==> config.mk <==
export PLATFORM = sky130hd
export DESIGN_NAME = ldq_order_guard
export DESIGN_NICKNAME = d
export VERILOG_FILES = /design/src/rtl/ldq_og_pkg.sv /design/src/rtl/ldq_og_range.sv /design/src/rtl/ldq_og_scan.sv /design/src/rtl/ldq_og_viol.sv /design/src/rtl/ldq_og_pv.sv /design/src/rtl/ldq_order_guard.sv
export SDC_FILE = /design/constraint.sdc
export NUM_CORES = 1
export LEC_CHECK = 0
export ABC_AREA = 1
export ABC_CLOCK_PERIOD_IN_PS = 8400
export BUFFER_PORTS_ARGS = -buffer_cell sky130_fd_sc_hd__buf_2
export CAP_MARGIN = 20
export CELL_PAD_IN_SITES_DETAIL_PLACEMENT = 2
export CELL_PAD_IN_SITES_GLOBAL_PLACEMENT = 2
export CORE_MARGIN = 3
export CORE_UTILIZATION = 27
export CTS_CLUSTER_SIZE = 40
export DETAILED_ROUTE_END_ITERATION = 8
export PLACE_DENSITY_LB_ADDON = 0.1
export SLEW_MARGIN = 40
export SYNTH_ARGS = -nofsm -noshare
export SYNTH_HDL_FRONTEND = slang
export SYNTH_SLANG_ARGS = --single-unit
==> constraint.sdc <==
create_clock -name clk_i -period 8.4 [get_ports clk_i]
set_input_delay 1.68 -clock clk_i [delete_from_list [all_inputs] [get_ports clk_i]]
set_output_delay 1.68 -clock clk_i [all_outputs]
set_load 0.02 [all_outputs]
==> src/rtl/ldq_og_pkg.sv <==
package ldq_og_pkg;
  typedef enum logic [0:0] {
    ST_IDLE = 1'b0,
    ST_SCAN = 1'b1
  } scan_st_e;
endpackage

==> src/rtl/ldq_og_range.sv <==
module ldq_og_range #(
  parameter int unsigned ADDR_W    = 32,
  parameter int unsigned SIZE_W    = 4,
  parameter int unsigned DEP_SHIFT = 3
) (
  input  logic [ADDR_W-1:0] addr_i,
  input  logic [SIZE_W-1:0] size_i,
  output logic [ADDR_W-1:0] lo_o,
  output logic [ADDR_W-1:0] hi_o
);
  logic [ADDR_W-1:0] last_byte;

  always_comb begin
    last_byte = addr_i + ADDR_W'(size_i) - ADDR_W'(1);
    lo_o      = addr_i >> DEP_SHIFT;
    hi_o      = last_byte >> DEP_SHIFT;
  end
endmodule

==> src/rtl/ldq_og_scan.sv <==
module ldq_og_scan
  import ldq_og_pkg::*;
#(
  parameter int unsigned LQ_DEPTH = 8,
  parameter int unsigned IDX_W    = $clog2(LQ_DEPTH)
) (
  input  logic             clk_i,
  input  logic             rst_ni,
  input  logic             start_i,
  input  logic [IDX_W-1:0] start_idx_i,
  input  logic [IDX_W-1:0] tail_i,
  input  logic             stop_i,
  output logic             busy_o,
  output logic             done_o,
  output logic             exam_o,
  output logic [IDX_W-1:0] ptr_o
);
  localparam logic [IDX_W-1:0] LAST_IDX = IDX_W'(LQ_DEPTH - 1);

  scan_st_e         st_q;
  logic [IDX_W-1:0] ptr_q;
  logic [IDX_W-1:0] tail_q;
  logic             done_q;
  logic [IDX_W-1:0] ptr_nxt;

  assign ptr_nxt = (ptr_q == LAST_IDX) ? '0 : ptr_q + IDX_W'(1);
  assign busy_o  = (st_q == ST_SCAN);
  assign exam_o  = busy_o && (ptr_q != tail_q);
  assign done_o  = done_q;
  assign ptr_o   = ptr_q;

  always_ff @(posedge clk_i or negedge rst_ni) begin
    if (!rst_ni) begin
      st_q   <= ST_IDLE;
      ptr_q  <= '0;
      tail_q <= '0;
      done_q <= 1'b0;
    end else begin
      done_q <= 1'b0;
      unique case (st_q)
        ST_IDLE: begin
          if (start_i) begin
            st_q   <= ST_SCAN;
            ptr_q  <= start_idx_i;
            tail_q <= tail_i;
          end
        end
        ST_SCAN: begin
          if (!exam_o || stop_i) begin
            st_q   <= ST_IDLE;
            done_q <= 1'b1;
          end else begin
            ptr_q <= ptr_nxt;
          end
        end
        default: st_q <= ST_IDLE;
      endcase
    end
  end

  p_done_pulse_r11: assert property (@(posedge clk_i) disable iff (!rst_ni)
    done_o |=> !done_o);
  p_start_busy_r11: assert property (@(posedge clk_i) disable iff (!rst_ni)
    (start_i && !busy_o) |=> busy_o);
  p_done_idle_r11: assert property (@(posedge clk_i) disable iff (!rst_ni)
    done_o |-> !busy_o);
endmodule

==> src/rtl/ldq_og_viol.sv <==
module ldq_og_viol #(
  parameter int unsigned IDX_W = 3,
  parameter int unsigned SEQ_W = 16,
  parameter int unsigned CNT_W = 8
) (
  input  logic             clk_i,
  input  logic             rst_ni,
  input  logic             cand_i,
  input  logic [IDX_W-1:0] cand_idx_i,
  input  logic [SEQ_W-1:0] cand_seq_i,
  input  logic             clr_i,
  input  logic             squash_i,
  input  logic [SEQ_W-1:0] squash_seq_i,
  output logic             vld_o,
  output logic [IDX_W-1:0] idx_o,
  output logic [SEQ_W-1:0] seq_o,
  output logic [CNT_W-1:0] cnt_o
);
  logic             vld_q;
  logic [IDX_W-1:0] idx_q;
  logic [SEQ_W-1:0] seq_q;
  logic [CNT_W-1:0] cnt_q;
  logic             accept;
  logic             squash_hit;

  assign accept     = cand_i && (!vld_q || (cand_seq_i < seq_q));
  assign squash_hit = squash_i && vld_q && (squash_seq_i < seq_q);

  always_ff @(posedge clk_i or negedge rst_ni) begin
    if (!rst_ni) begin
      vld_q <= 1'b0;
      idx_q <= '0;
      seq_q <= '0;
      cnt_q <= '0;
    end else if (accept) begin
      vld_q <= 1'b1;
      idx_q <= cand_idx_i;
      seq_q <= cand_seq_i;
      cnt_q <= cnt_q + CNT_W'(1);
    end else if (clr_i || squash_hit) begin
      vld_q <= 1'b0;
    end
  end

  assign vld_o = vld_q;
  assign idx_o = idx_q;
  assign seq_o = seq_q;
  assign cnt_o = cnt_q;

  p_cnt_step_r9: assert property (@(posedge clk_i) disable iff (!rst_ni)
    1'b1 |=> (cnt_q == $past(cnt_q)) || (cnt_q == $past(cnt_q) + CNT_W'(1)));
  p_keep_oldest_r8: assert property (@(posedge clk_i) disable iff (!rst_ni)
    (cand_i && vld_q && !(cand_seq_i < seq_q) && !clr_i && !squash_i)
    |=> vld_q && $stable(seq_q) && $stable(idx_q) && $stable(cnt_q));
  p_squash_clear_r10: assert property (@(posedge clk_i) disable iff (!rst_ni)
    (squash_i && vld_q && (squash_seq_i < seq_q) && !cand_i) |=> !vld_q);
  p_clr_keeps_cnt_r12: assert property (@(posedge clk_i) disable iff (!rst_ni)
    (clr_i && !cand_i) |=> !vld_q && $stable(cnt_q));
endmodule

==> src/rtl/ldq_og_pv.sv <==
module ldq_og_pv #(
  parameter int unsigned LQ_DEPTH = 8,
  parameter int unsigned IDX_W    = 3
) (
  input  logic                clk_i,
  input  logic                rst_ni,
  input  logic                set_i,
  input  logic [IDX_W-1:0]    set_idx_i,
  input  logic [LQ_DEPTH-1:0] clr_i,
  input  logic                busy_i,
  output logic [LQ_DEPTH-1:0] flags_o
);
  logic [LQ_DEPTH-1:0] flag_q;

  for (genvar g = 0; g < LQ_DEPTH; g++) begin : g_flag
    always_ff @(posedge clk_i or negedge rst_ni) begin
      if (!rst_ni) begin
        flag_q[g] <= 1'b0;
      end else if (set_i && (set_idx_i == IDX_W'(g))) begin
        flag_q[g] <= 1'b1;
      end else if (clr_i[g]) begin
        flag_q[g] <= 1'b0;
      end
    end
  end

  assign flags_o = flag_q;

  p_pv_quiet_r5: assert property (@(posedge clk_i) disable iff (!rst_ni)
    (!busy_i && (clr_i == '0)) |=> $stable(flag_q));
  p_pv_clear_r13: assert property (@(posedge clk_i) disable iff (!rst_ni)
    (!set_i && (clr_i != '0)) |=> ((flag_q & $past(clr_i)) == '0));
endmodule

==> src/rtl/ldq_order_guard.sv <==
module ldq_order_guard #(
  parameter int unsigned LQ_DEPTH  = 8,
  parameter int unsigned ADDR_W    = 32,
  parameter int unsigned SIZE_W    = 4,
  parameter int unsigned SEQ_W     = 16,
  parameter int unsigned CNT_W     = 8,
  parameter int unsigned DEP_SHIFT = 3,
  parameter int unsigned IDX_W     = $clog2(LQ_DEPTH)
) (
  input  logic                           clk_i,
  input  logic                           rst_ni,
  input  logic                           start_i,
  input  logic                           start_store_i,
  input  logic [ADDR_W-1:0]              start_addr_i,
  input  logic [SIZE_W-1:0]              start_size_i,
  input  logic [IDX_W-1:0]               start_idx_i,
  input  logic [IDX_W-1:0]               lq_tail_i,
  input  logic [LQ_DEPTH-1:0][ADDR_W-1:0] lq_addr_i,
  input  logic [LQ_DEPTH-1:0][SIZE_W-1:0] lq_size_i,
  input  logic [LQ_DEPTH-1:0][SEQ_W-1:0]  lq_seq_i,
  input  logic [LQ_DEPTH-1:0]            lq_addr_vld_i,
  input  logic [LQ_DEPTH-1:0]            lq_strict_i,
  input  logic [LQ_DEPTH-1:0]            lq_snoop_i,
  input  logic [LQ_DEPTH-1:0]            pv_clr_i,
  input  logic                           viol_clr_i,
  input  logic                           squash_i,
  input  logic [SEQ_W-1:0]               squash_seq_i,
  output logic                           busy_o,
  output logic                           done_o,
  output logic                           viol_vld_o,
  output logic [IDX_W-1:0]               viol_idx_o,
  output logic [SEQ_W-1:0]               viol_seq_o,
  output logic [CNT_W-1:0]               viol_cnt_o,
  output logic [LQ_DEPTH-1:0]            pv_flags_o
);
  logic              exam;
  logic [IDX_W-1:0]  ptr;
  logic              is_store_q;
  logic [ADDR_W-1:0] ilo_q, ihi_q;
  logic [ADDR_W-1:0] ilo_c, ihi_c;
  logic [ADDR_W-1:0] elo_c, ehi_c;
  logic              ent_ok, ent_ovl, ent_elig, viol_cand, pv_set;

  ldq_og_range #(.ADDR_W(ADDR_W), .SIZE_W(SIZE_W), .DEP_SHIFT(DEP_SHIFT)) u_inst_rng (
    .addr_i (start_addr_i),
    .size_i (start_size_i),
    .lo_o   (ilo_c),
    .hi_o   (ihi_c)
  );

  ldq_og_range #(.ADDR_W(ADDR_W), .SIZE_W(SIZE_W), .DEP_SHIFT(DEP_SHIFT)) u_ent_rng (
    .addr_i (lq_addr_i[ptr]),
    .size_i (lq_size_i[ptr]),
    .lo_o   (elo_c),
    .hi_o   (ehi_c)
  );

  // executing access is frozen at start so the queue view may move underneath
  always_ff @(posedge clk_i or negedge rst_ni) begin
    if (!rst_ni) begin
      is_store_q <= 1'b0;
      ilo_q      <= '0;
      ihi_q      <= '0;
    end else if (start_i && !busy_o) begin
      is_store_q <= start_store_i;
      ilo_q      <= ilo_c;
      ihi_q      <= ihi_c;
    end
  end

  always_comb begin
    ent_ok    = lq_addr_vld_i[ptr] && !lq_strict_i[ptr];
    ent_ovl   = (ihi_q >= elo_c) && (ilo_q <= ehi_c);
    ent_elig  = exam && ent_ok && ent_ovl;
    viol_cand = ent_elig && (is_store_q || lq_snoop_i[ptr]);
    pv_set    = ent_elig && !is_store_q && !lq_snoop_i[ptr];
  end

  ldq_og_scan #(.LQ_DEPTH(LQ_DEPTH), .IDX_W(IDX_W)) u_scan (
    .clk_i       (clk_i),
    .rst_ni      (rst_ni),
    .start_i     (start_i),
    .start_idx_i (start_idx_i),
    .tail_i      (lq_tail_i),
    .stop_i      (viol_cand),
    .busy_o      (busy_o),
    .done_o      (done_o),
    .exam_o      (exam),
    .ptr_o       (ptr)
  );

  ldq_og_viol #(.IDX_W(IDX_W), .SEQ_W(SEQ_W), .CNT_W(CNT_W)) u_viol (
    .clk_i        (clk_i),
    .rst_ni       (rst_ni),
    .cand_i       (viol_cand),
    .cand_idx_i   (ptr),
    .cand_seq_i   (lq_seq_i[ptr]),
    .clr_i        (viol_clr_i),
    .squash_i     (squash_i),
    .squash_seq_i (squash_seq_i),
    .vld_o        (viol_vld_o),
    .idx_o        (viol_idx_o),
    .seq_o        (viol_seq_o),
    .cnt_o        (viol_cnt_o)
  );

  ldq_og_pv #(.LQ_DEPTH(LQ_DEPTH), .IDX_W(IDX_W)) u_pv (
    .clk_i     (clk_i),
    .rst_ni    (rst_ni),
    .set_i     (pv_set),
    .set_idx_i (ptr),
    .clr_i     (pv_clr_i),
    .busy_i    (busy_o),
    .flags_o   (pv_flags_o)
  );

  p_skip_r4: assert property (@(posedge clk_i) disable iff (!rst_ni)
    (exam && !ent_ok) |=> $stable(viol_cnt_o) && busy_o);
  p_store_stop_r7: assert property (@(posedge clk_i) disable iff (!rst_ni)
    (exam && is_store_q && ent_ok && ent_ovl) |=> done_o);
  p_load_snoop_stop_r6: assert property (@(posedge clk_i) disable iff (!rst_ni)
    (exam && !is_store_q && ent_ok && ent_ovl && lq_snoop_i[ptr]) |=> done_o);
endmodule

==> summary.md, run 1 <==
| Metric | Value |
|---|---|
| Status | `finished clean` |
| Reg2Reg Setup Slack | `1.76 ns` |
| Top_reg_cell synth | `dfrtp_1` |
| Row cnt | `81` |
| Worst hold path depth | `2` |
| Fin crit period | `6.796 ns` |
| Setup bufs post-CTS | `0` |
| IO Pins | `550` |
| Largest net degree at the start of global routing | `~130` |
| Post-route setup TNS | `0 ns` |
| Fmax | `147.1 MHz` |
| Largest stage delay on the critical path | `0.53 ns` |
| Root Driver | `clkbuf_16` |
| Critical path's most frequent cell | `nand2_1` |
| RR Endpoint | `u_viol.cnt_o[2]$_DFFE_PN0P_` |
| Number of remaining DRC errors | `0` |
| Clock sink count | `slightly above 100` |
| Die span in x | `230.0 um` |
| Die Area | `0.05290 mm^2` |
| CTS tree | `built` |
| CP max FO | `28` |
| Initial core utilization | `0.2750` |
| Post-synth net total | `around 2.8k` |
| Skew final | `0.01539 ns` |
| Max Buffers Root-to-Sink | `2` |
| Buffers and inverters on the worst path | `5` |
| Worst path slowest cell | `o22ai_1` |
| Slew Limit Headroom | `0.3961` |
| Top cell type's share of synthesized area | `0.1903` |
| Yosys cell types | `48` |
| Hold-fix buffers, CTS | `0` |
| Max-Cap Viols | `0` |
| LEAKAGE | `8.960 nW` |
| Final slew viol count | `0` |
| Hold Vio Cnt, Final | `0` |
| Post-Synthesis Cells | `roughly 2.2k` |
| Post-DP HPWL | `70.45 mm` |
| Logic depth of the worst setup path including buffers | `31` |
| Dpl ws | `roughly 1.3 ns` |
| Critical path arrival | `7.05 ns` |
| Vias in the first global route | `18.80k` |
| Critical Path Source Type | `input port` |
| Worst Path Required | `approximately 8.7 ns` |
| Worst-Margin Slew | `about 0.9 ns` |
| Fin cells | `roughly 3.3k` |
| Seq cells post-synth | `103` |
| Post-synthesis cell area | `0.01355 mm^2` |
| Kind of critical path | `in -> reg` |
| CP endpoint kind | `flop` |
| Worst hold endpoint | `ihi_q[0]$_DFFE_PN0P_` |
| Setup violators final | `0` |
| Tcrit/Tclk final | `0.8091` |
| Post_cts resized | `0` |
| Most frequent cells in the layout | `buf_2, nand2_1, nor2_1` |
| CORE AREA | `approximately 0.049 mm^2` |
| I/O Buffers | `549` |
| Via count | `17.58k` |
| Final total power | `slightly above 9 mW` |
| First-pass GRT wire length | `121.0 mm` |
| FF-to-FF Start | `u_scan.ptr_o[0]$_DFFE_PN0P_` |
| Crit path max-delay family | `compound AO/OA/AOI/OAI gates` |
| Clk slew on worst S/H paths | `0.08 ns` |
| Pwr dens | `542.6 mW/mm^2` |
| Antenna violations before repair | `22` |
| Routed Antenna Nets | `0` |
| Post-route setup slack | `1.604 ns` |
| WL per Instance | `approximately 25 um` |
| Max VDD drop | `0.2433 mV` |
| RSZ-0062 raised after global routing | `no` |
| Synthesis-to-finish area growth | `26.63%` |
| Hold WC Path Type | `reg -> reg` |
| Nets | `3323` |
| Worst Hold Launch | `ihi_q[0]$_DFFE_PN0P_` |
| Number of synthesized flops with an enable pin | `0` |
| TritonCTS Buffers | `9` |
| TritonRoute pass-1 iters | `5` |
| Final wirelength | `82.66 mm` |
| Post-synth ARST share | `1.000` |
| H-tree Lvls | `3` |
| Fill cells | `6249` |
| Congestion Overflow GR | `0` |
| Die H | `about 230 um` |
| Reg2Reg Depth | `31` |
| Synth warn | `0` |
| Initial DRC Count | `952` |
| Clock insertion delay at the later pin of the skew report | `around 0.37 ns` |
| Syn avg cell area | `6.228 um^2` |
| GRT Total Usage | `0.3017` |
| Proportion of layout cells with a drive suffix above 1 | `0.2288` |
| Commonest non-fill, non-tap cell in the layout | `buf_2` |
| Final Wtd Congestion | `between 0.9 and 1` |
| Dominant cells by area after synthesis | `dfrtp_1, ha_1, o21ai_0, nand2_1, nor2_1` |
| Cells after DPL | `3305` |
| Vias per cell | `~5.3` |
| Synth area leader | `dfrtp_1` |
| Seq/Total Area, Yosys | `0.1903` |
[how the worst max path moves through the flow]
| stage | from | end | slack, ns |
|---|---|---|---|
| final | lq_addr_i[195] | u_viol.cnt_o[2]$_DFFE_PN0P_ | 1.60 |
| after global placement | lq_addr_i[195] | u_viol.seq_o[2]$_DFFE_PN0P_ | 1.56 |
| after CTS | lq_addr_i[195] | u_viol.cnt_o[2]$_DFFE_PN0P_ | 1.72 |
| after global routing | lq_addr_i[195] | u_viol.seq_o[11]$_DFFE_PN0P_ | 1.37 |
| after floorplan | lq_addr_i[195] | u_viol.cnt_o[4]$_DFFE_PN0P_ | 3.15 |
| after detailed placement | lq_addr_i[195] | u_viol.cnt_o[2]$_DFFE_PN0P_ | 1.32 |
[layer usage]
metal | vias up | GRT usage | share of wire
met3 | 90 | 0.04076 | 0.045
met5 | - | 0 | 0.00057
met2 | 449 | 0.5400 | 0.50
li1 | 8312 | - | -
met1 | 8725 | 0.3752 | 0.42
met4 | 6 | 0.09119 | 0.031
[stage by stage]
stage | instance area, um^2 | utilization | hold WS (ns)
5_1_grt | 17150 | 0.3481 | 0.5376
6_report | 17150 | 0.3483 | 0.5038
4_1_cts | 17130 | 0.3477 | 0.5032
3_5_place_dp | 16810 | 0.3414 | 0.4829
2_1_floorplan | 13550 | - | 0.4495
3_3_place_gp | 16810 | 0.3414 | 0.4592
[kinds of logic after synthesis]
logic type                 synth area share
and+or+nand+nor                      0.2736
DFF                                  0.1903
xor gates and xnor gates            0.03362
adders and majority gates            0.1469
buffers and inverters                0.1014
AOI/OAI and AO/OA                    0.2543
[cell type report]
type	count	area, um^2	share of cell area
multi-input cells	1735	9598	0.5595
clock buffers	11	242.7	0.01415
flip-flops and latches	103	2585	0.1507
diodes	11	27.53	0.001605
inverters	235	894.6	0.05215
clock inverters	5	70.07	0.004085
repair buffers	568	2905	0.1694
well taps	664	830.8	0.04843
[tightest hold or removal path, stage by stage (launching register included)]
cell and delay, ns:
dfrtp_1 0.35, nand2_1 0.06, o21ai_0 0.06
[cell usage after synthesis, drive strengths merged, types with 26 or more instances]
library cell  count
nand2           401
nor2            340
o21ai           329
inv             234
ha              159
a21oi           124
dfrtp           103
nand3            99
o22ai            84
clkbuf           61
buf              41
xnor2            31
a31oi            26
nand4            26
[report_power, final]
part / switching [mW] / internal [mW]
logic: 5.33 / 2.56
clock network: 0.229 / 0.247
registers: 0.243 / 0.704
total: 5.80 / 3.51
[flip-flops by register name, summed over array words and instances, names as in the netlist]
signal / count
u_scan.done_o: 1
ilo_q: 29
u_scan.tail_q: 3
u_viol.vld_o: 1
is_store_q: 1
u_viol.seq_o: 16
u_viol.idx_o: 3
ihi_q: 29
u_pv.flags_o: 8
u_scan.ptr_o: 3
u_scan.busy_o: 1
u_viol.cnt_o: 8
Power figures use the tool's default switching activity.
==> inputs of run 2 (changes only) <==
- ABC_CLOCK_PERIOD_IN_PS: 8400 -> 6250
- CORE_UTILIZATION: 27 -> 23
- clock period: 8.4 -> 6.25 ns (I/O delays scaled with it)
==> run 2 against run 1 <==
Global-route usage shrank 5.3 points; register-to-register slack lost 1.3 ns; sequential cell count is the same; combinational power grew 36%; critical path depth shrank 4; setup slack lost 1.2 ns; first-iteration DRC count shrank 19%; largest cell class unchanged.
==> summary.md, run 2 (synthesis gave the netlist of run 1 again) <==
| Metric | Value |
|---|---|
| Routed Antenna Nets | `0` |
| Most frequent cells in the layout | `buf_2, nand2_1, nor2_1` |
| LEAKAGE | `9.120 nW` |
| Clock insertion delay at the later pin of the skew report | `about 0.38 ns` |
| Tcrit/Tclk final | `0.9318` |
| First-pass GRT wire length | `119.5 mm` |
| Final wirelength | `roughly 79 mm` |
| Critical Path Start | `u_scan.ptr_o[0]$_DFFE_PN0P_` |
| TritonRoute pass-1 iters | `5` |
| Clk slew on worst S/H paths | `0.08 ns` |
| Die H | `248.7 um` |
| Fin crit period | `a little under 6 ns` |
| Met3 Use GR | `0.02694` |
| Die span in x | `about 250 um` |
| Vias in the first global route | `18.71k` |
| Max Buffers Root-to-Sink | `2` |
| Post-DP HPWL | `between 60 and 70 mm` |
| Met2 Use GR | `0.4680` |
| Post-route setup TNS | `0 ns` |
| H-tree Lvls | `3` |
| Clock sink count | `between 100 and 150` |
| Final total power | `12.52 mW` |
| Initial DRC Count | `around 770` |
| Status | `finished clean` |
| Synthesis-to-finish area growth | `29.82%` |
| I/O Buffers | `549` |
| GRT Total Usage | `0.2491` |
| Hold Vio Cnt, Final | `0` |
| FF-to-FF Start | `u_scan.ptr_o[0]$_DFFE_PN0P_` |
| RR Endpoint | `u_viol.seq_o[9]$_DFFE_PN0P_` |
| Max VDD drop | `0.2307 mV` |
| Pwr dens | `711.6 mW/mm^2` |
| TritonCTS Buffers | `9` |
| Fill cells | `between 7k and 8k` |
| Nets | `between 3k and 4k` |
| Reg2Reg Depth | `27` |
| Slew Limit Headroom | `0.4647` |
| GRT Max-Usage Layer | `met2` |
| Initial core utilization | `0.2335` |
| Final slew viol count | `0` |
| CORE AREA | `0.05803 mm^2` |
| Row cnt | `88` |
| RSZ-0062 raised after global routing | `no` |
| Via count | `17.22k` |
| Hold WC Path Type | `reg -> reg` |
| Final Wtd Congestion | `approximately 0.93` |
| Skew final | `about 0.016 ns` |
| Critical path arrival | `6.07 ns` |
| Proportion of layout cells with a drive suffix above 1 | `0.2360` |
| Worst setup path endpoint | `u_viol.seq_o[9]$_DFFE_PN0P_` |
| Antenna violations before repair | `19` |
| Critical Path Source Type | `flop` |
| WL per Instance | `22.91 um` |
| Vias per cell | `~5` |
| Hold-fix buffers, CTS | `0` |
| Congestion Overflow GR | `0` |
| Post_cts resized | `0` |
| Setup violators final | `0` |
| Worst hold path depth | `2` |
| Number of remaining DRC errors | `0` |
| Fmax | `171.7 MHz` |
| Commonest non-fill, non-tap cell in the layout | `buf_2` |
| CP max FO | `between 50 and 60` |
| Worst-Margin Slew | `0.7993 ns` |
| Setup bufs post-CTS | `0` |
| CTS tree | `built` |
| IO Pins | `550` |
| Worst Path Required | `6.50 ns` |
| Root Driver | `clkbuf_16` |
| CP endpoint kind | `flop` |
| Kind of critical path | `reg -> reg` |
| Reg2Reg Setup Slack | `between 0.4 and 0.5 ns` |
| Die Area | `around 0.062 mm^2` |
| Max-Cap Viols | `0` |
| Largest net degree at the start of global routing | `89` |
| GR Layer Usage met1 | `0.3043` |
run 2: how the worst min path moves through the flow:
| stage | to | start | slack, ns |
|---|---|---|---|
| 2_1_floorplan | is_store_q$_DFFE_PN0P_ | is_store_q$_DFFE_PN0P_ | 0.45 |
| 3_3_place_gp | u_viol.idx_o[2]$_DFFE_PN0P_ | u_viol.idx_o[2]$_DFFE_PN0P_ | 0.46 |
| 3_5_place_dp | u_viol.idx_o[2]$_DFFE_PN0P_ | u_viol.idx_o[2]$_DFFE_PN0P_ | 0.47 |
| 4_1_cts | u_viol.idx_o[2]$_DFFE_PN0P_ | u_viol.idx_o[2]$_DFFE_PN0P_ | 0.49 |
| 5_1_grt | u_viol.idx_o[2]$_DFFE_PN0P_ | u_viol.idx_o[2]$_DFFE_PN0P_ | 0.52 |
| 6_report | u_viol.idx_o[2]$_DFFE_PN0P_ | u_viol.idx_o[2]$_DFFE_PN0P_ | 0.48 |
run 2: critical path: stages, from the launching register on:
cell and delay, ns:
dfrtp_4 0.56, buf_12 0.29, o21ai_0 0.28, o22ai_1 0.24, inv_1 0.06, o21ai_1 0.41, inv_1 0.10, ha_1 0.29
inv_1 0.04, ha_1 0.35, a21oi_1 0.11, o21ai_0 0.28, a21oi_1 0.11, o21ai_1 0.24, nand2_1 0.11, nand2_1 0.15
a21oi_1 0.10, xor2_1 0.15, ha_1 0.28, nand2_1 0.09, nor4_1 0.38, nand3_1 0.14, nand2_1 0.22, nand4_4 0.18
inv_6 0.13, nand2_8 0.14, nand2_1 0.12, nand2_1 0.07
run 2: report_power, final:
part	total (mW)	leakage (nW)	switching [mW]	internal, mW
Combinational	10.7	7.69	7.06	3.67
Clock	0.585	0.137	0.273	0.312
Sequential	1.20	1.30	0.255	0.947
Total	12.5	9.12	7.58	4.93
run 2: layout make-up:
cell class | count | area, um^2 | area share
diodes | 11 | 27.53 | 0.001565
clock buffers | 11 | 232.7 | 0.01323
clock inverters | 4 | 55.05 | 0.003130
inverters | 235 | 895.9 | 0.05094
multi-input cells | 1735 | 9604 | 0.5461
flip-flops and latches | 103 | 2585 | 0.1470
well taps | 765 | 957.2 | 0.05443
repair buffers | 594 | 3229 | 0.1836
run 2: layer usage:
metal  vias up  wire length [um]
met5         -                49
met4         8              1505
met3        66              2074
met2       301             41530
met1      8474             34060
li1       8374                 -
run 2: metrics by stage:
step,instance area (um^2),setup WS (ns),hold slack [ns],std cells,utilization
3_3_place_gp,17240,0.2127,0.4573,3431,0.2971
2_1_floorplan,13550,1.434,0.4495,2175,-
3_5_place_dp,17260,-0.05978,0.4720,3432,0.2974
6_report,17590,0.4264,0.4769,3458,0.3031
5_1_grt,17570,0.006003,0.5216,3453,0.3029
4_1_cts,17550,0.2388,0.4894,3447,0.3024
==> inputs of run 3 (changes only) <==
--- a/config.mk
+++ b/config.mk
@@ -15,4 +15,6 @@
 export CORE_UTILIZATION = 23
+export CTS_BUF_LIST = sky130_fd_sc_hd__clkbuf_2
 export CTS_CLUSTER_SIZE = 40
 export DETAILED_ROUTE_END_ITERATION = 8
+export MAX_ROUTING_LAYER = met4
 export PLACE_DENSITY_LB_ADDON = 0.1
==> constraint.sdc (replaced) <==
create_clock -name clk_i -period 6.25 [get_ports clk_i]
set_input_delay 0.3125 -clock clk_i [delete_from_list [all_inputs] [get_ports clk_i]]
set_output_delay 0.3125 -clock clk_i [all_outputs]
set_load 0.02 [all_outputs]
==> run 3 against run 2 <==
Cell count grew 1.2%; sequential share of layout area decreased by 0.20 points; utilization is 0.42 points higher; total power shrank 2.0%; hold slack got worse by 0.38 ns; non-clock buffer count rose by 45; first-iteration DRC count fell by 12%; fmax increased by 1.0%; register-to-register slack improved by 0.06 ns; critical endpoint is now u_viol.cnt_o[4]$_DFFE_PN0P_.
==> summary.md, run 3 (synthesis gave the netlist of run 1 again) <==
| Metric | Value |
|---|---|
| Setup violators final | `0` |
| Fin cells | `3501` |
| WL per Instance | `around 23 um` |
| Tcrit/Tclk final | `0.9224` |
| I/O Buffers | `549` |
| Int Power | `between 4 and 5 mW` |
| Die H | `approximately 250 um` |
| Final wirelength | `between 80 and 90 mm` |
| Final slew viol count | `0` |
| Critical path's most frequent cell | `nand2_1` |
| Critical path arrival | `6.41 ns` |
| Proportion of layout cells with a drive suffix above 1 | `0.2320` |
| NetSw | `7.629 mW` |
| Cells after DPL | `3421` |
| Routed Antenna Nets | `0` |
| Initial core utilization | `0.2335` |
| Hold WC Path Type | `in -> async` |
| Initial DRC Count | `around 680` |
| Worst Path Required | `6.89 ns` |
| CP endpoint kind | `flop` |
| Clk slew on worst S/H paths | `approximately 0.30 ns` |
| Clock insertion delay at the later pin of the skew report | `0.71 ns` |
| Slew Limit Headroom | `0.4205` |
| GRT Total Usage | `0.2602` |
| Post-route setup TNS | `0 ns` |
| Via count | `17.64k` |
| Fin crit period | `5.765 ns` |
| Sequential share of power | `0.099` |
| IO Pins | `550` |
| Synthesis-to-finish area growth | `31.62%` |
| Vias per cell | `slightly above 5` |
| Largest net degree at the start of global routing | `just under 100` |
| Fmax | `173.5 MHz` |
| Fill cells | `between 7k and 8k` |
| Post-route setup slack | `0.4849 ns` |
| Critical Path Start | `u_scan.ptr_o[1]$_DFFE_PN0P_` |
| Vias in the first global route | `19.09k` |
| Row cnt | `approximately 90` |
| Most frequent cells in the layout | `buf_2, nand2_1, nor2_1` |
| Skew final | `0.03858 ns` |
| Commonest non-fill, non-tap cell in the layout | `buf_2` |
| H-tree Lvls | `3` |
| RR Endpoint | `u_viol.cnt_o[4]$_DFFE_PN0P_` |
| CORE AREA | `0.05803 mm^2` |
| CP max FO | `just under 70` |
| Max-Cap Viols | `0` |
| First-pass GRT wire length | `approximately 120 mm` |
| Largest stage delay on the critical path | `0.63 ns` |
| Clock sink count | `103` |
| Pwr dens | `between 600 and 700 mW/mm^2` |
| Root Driver | `clkbuf_2` |
| Sw frac | `0.6220` |
| Max Buffers Root-to-Sink | `2` |
| Clk pwr share | `0.026` |
| Worst-Margin Slew | `0.8601 ns` |
| Core Util, Final | `0.3073` |
| Hold Vio Cnt, Final | `0` |
| TritonRoute pass-1 iters | `5` |
| Die span in x | `248.7 um` |
| Reg2Reg Depth | `29` |
| Number of remaining DRC errors | `0` |
| Critical Path Source Type | `flop` |
| Status | `finished clean` |
| CTS tree | `built` |
| FF-to-FF Start | `u_scan.ptr_o[1]$_DFFE_PN0P_` |
| Comb pwr share | `0.875` |
| Post-DP HPWL | `69.28 mm` |
| Final hold slack | `0.09801 ns` |
| Max VDD drop | `0.2317 mV` |
| Worst path slowest cell | `dfrtp_4` |
| Congestion Overflow GR | `0` |
| Nets | `3394` |
| TritonCTS Buffers | `9` |
| Antenna violations before repair | `16` |
| Final Wtd Congestion | `0.9520` |
| Reg2Reg Setup Slack | `around 0.48 ns` |
| Die Area | `0.06185 mm^2` |
| Dpl ws | `0.1302 ns` |
| LEAKAGE | `9.219 nW` |
| Kind of critical path | `reg -> reg` |
## run 3: cell count changes in the layout (fill, tap and decap cells not counted), sizes merged
cell / previous run / this run
clkbuf: 11 / 10
buf: 594 / 588
clkinvlp: 1 / 2
clkinv: 1 / 4
diode: 11 / 8
inv: 236 / 235
dlygate4sd3: 0 / 51
bufinv: 1 / 0
## run 3: worst max-delay path, delay by kind of cell (launching register included)
family | cells | cell delay [ns]
and+or+nand+nor | 14 | 1.67
AOI/OAI and AO/OA | 7 | 1.54
adders and majority gates | 2 | 0.72
buffers and inverters | 6 | 1.00
DFF | 1 | 0.63
## run 3: how the worst max path moves through the flow
stage / slack (ns) / end
after floorplan: 1.48 / u_viol.cnt_o[4]$_DFFE_PN0P_
after global placement: 0.42 / u_viol.cnt_o[1]$_DFFE_PN0P_
after detailed placement: 0.13 / u_viol.seq_o[9]$_DFFE_PN0P_
after CTS: 0.06 / u_viol.cnt_o[4]$_DFFE_PN0P_
after global routing: -0.06 / u_viol.cnt_o[4]$_DFFE_PN0P_
final: 0.48 / u_viol.cnt_o[4]$_DFFE_PN0P_
## run 3: layer usage
layer	up-vias	track usage	routed length, um
met1	8768	0.3133	35260
met4	0	0.05319	1714
met2	338	0.4712	41620
met5	-	-	0
li1	8468	-	-
met3	65	0.02516	2369
## run 3: power by group through the flow
| stage | registers (mW) | clock network [mW] | logic, mW |
|---|---|---|---|
| 2_1_floorplan | 1.18 | 0 | 6.89 |
| 3_3_place_gp | 1.24 | 0 | 10.3 |
| 3_5_place_dp | 1.25 | 0 | 10.6 |
| 4_1_cts | 1.24 | 0.338 | 10.7 |
| 5_1_grt | 1.26 | 0.358 | 12.1 |
| 6_report | 1.21 | 0.318 | 10.7 |
## run 3: layout make-up
type / count / area (um^2) / share of cell area
multi-input cells: 1735 / 9614 / 0.5392
repair buffers: 639 / 3664 / 0.2055
clock buffers: 10 / 50.05 / 0.002807
diodes: 8 / 20.02 / 0.001123
well taps: 765 / 957.2 / 0.05368
flip-flops and latches: 103 / 2585 / 0.1450
inverters: 235 / 894.6 / 0.05018
clock inverters: 6 / 45.04 / 0.002526
## run 3: stage by stage
stage	instance area, um^2	power, mW
after floorplan	13550	8.063
after global placement	17130	11.53
after detailed placement	17130	11.88
after CTS	17730	12.32
after global routing	17820	13.73
final	17830	12.26
## run 3: timing repair
item / 4_1_cts / 5_1_grt
gates resized for setup: 0 / 15
buffers inserted: 0 / 5
hold buffers: 51 / 0
setup endpoints to repair: 0 / 40
endpoints found under the hold margin: 88 / 0
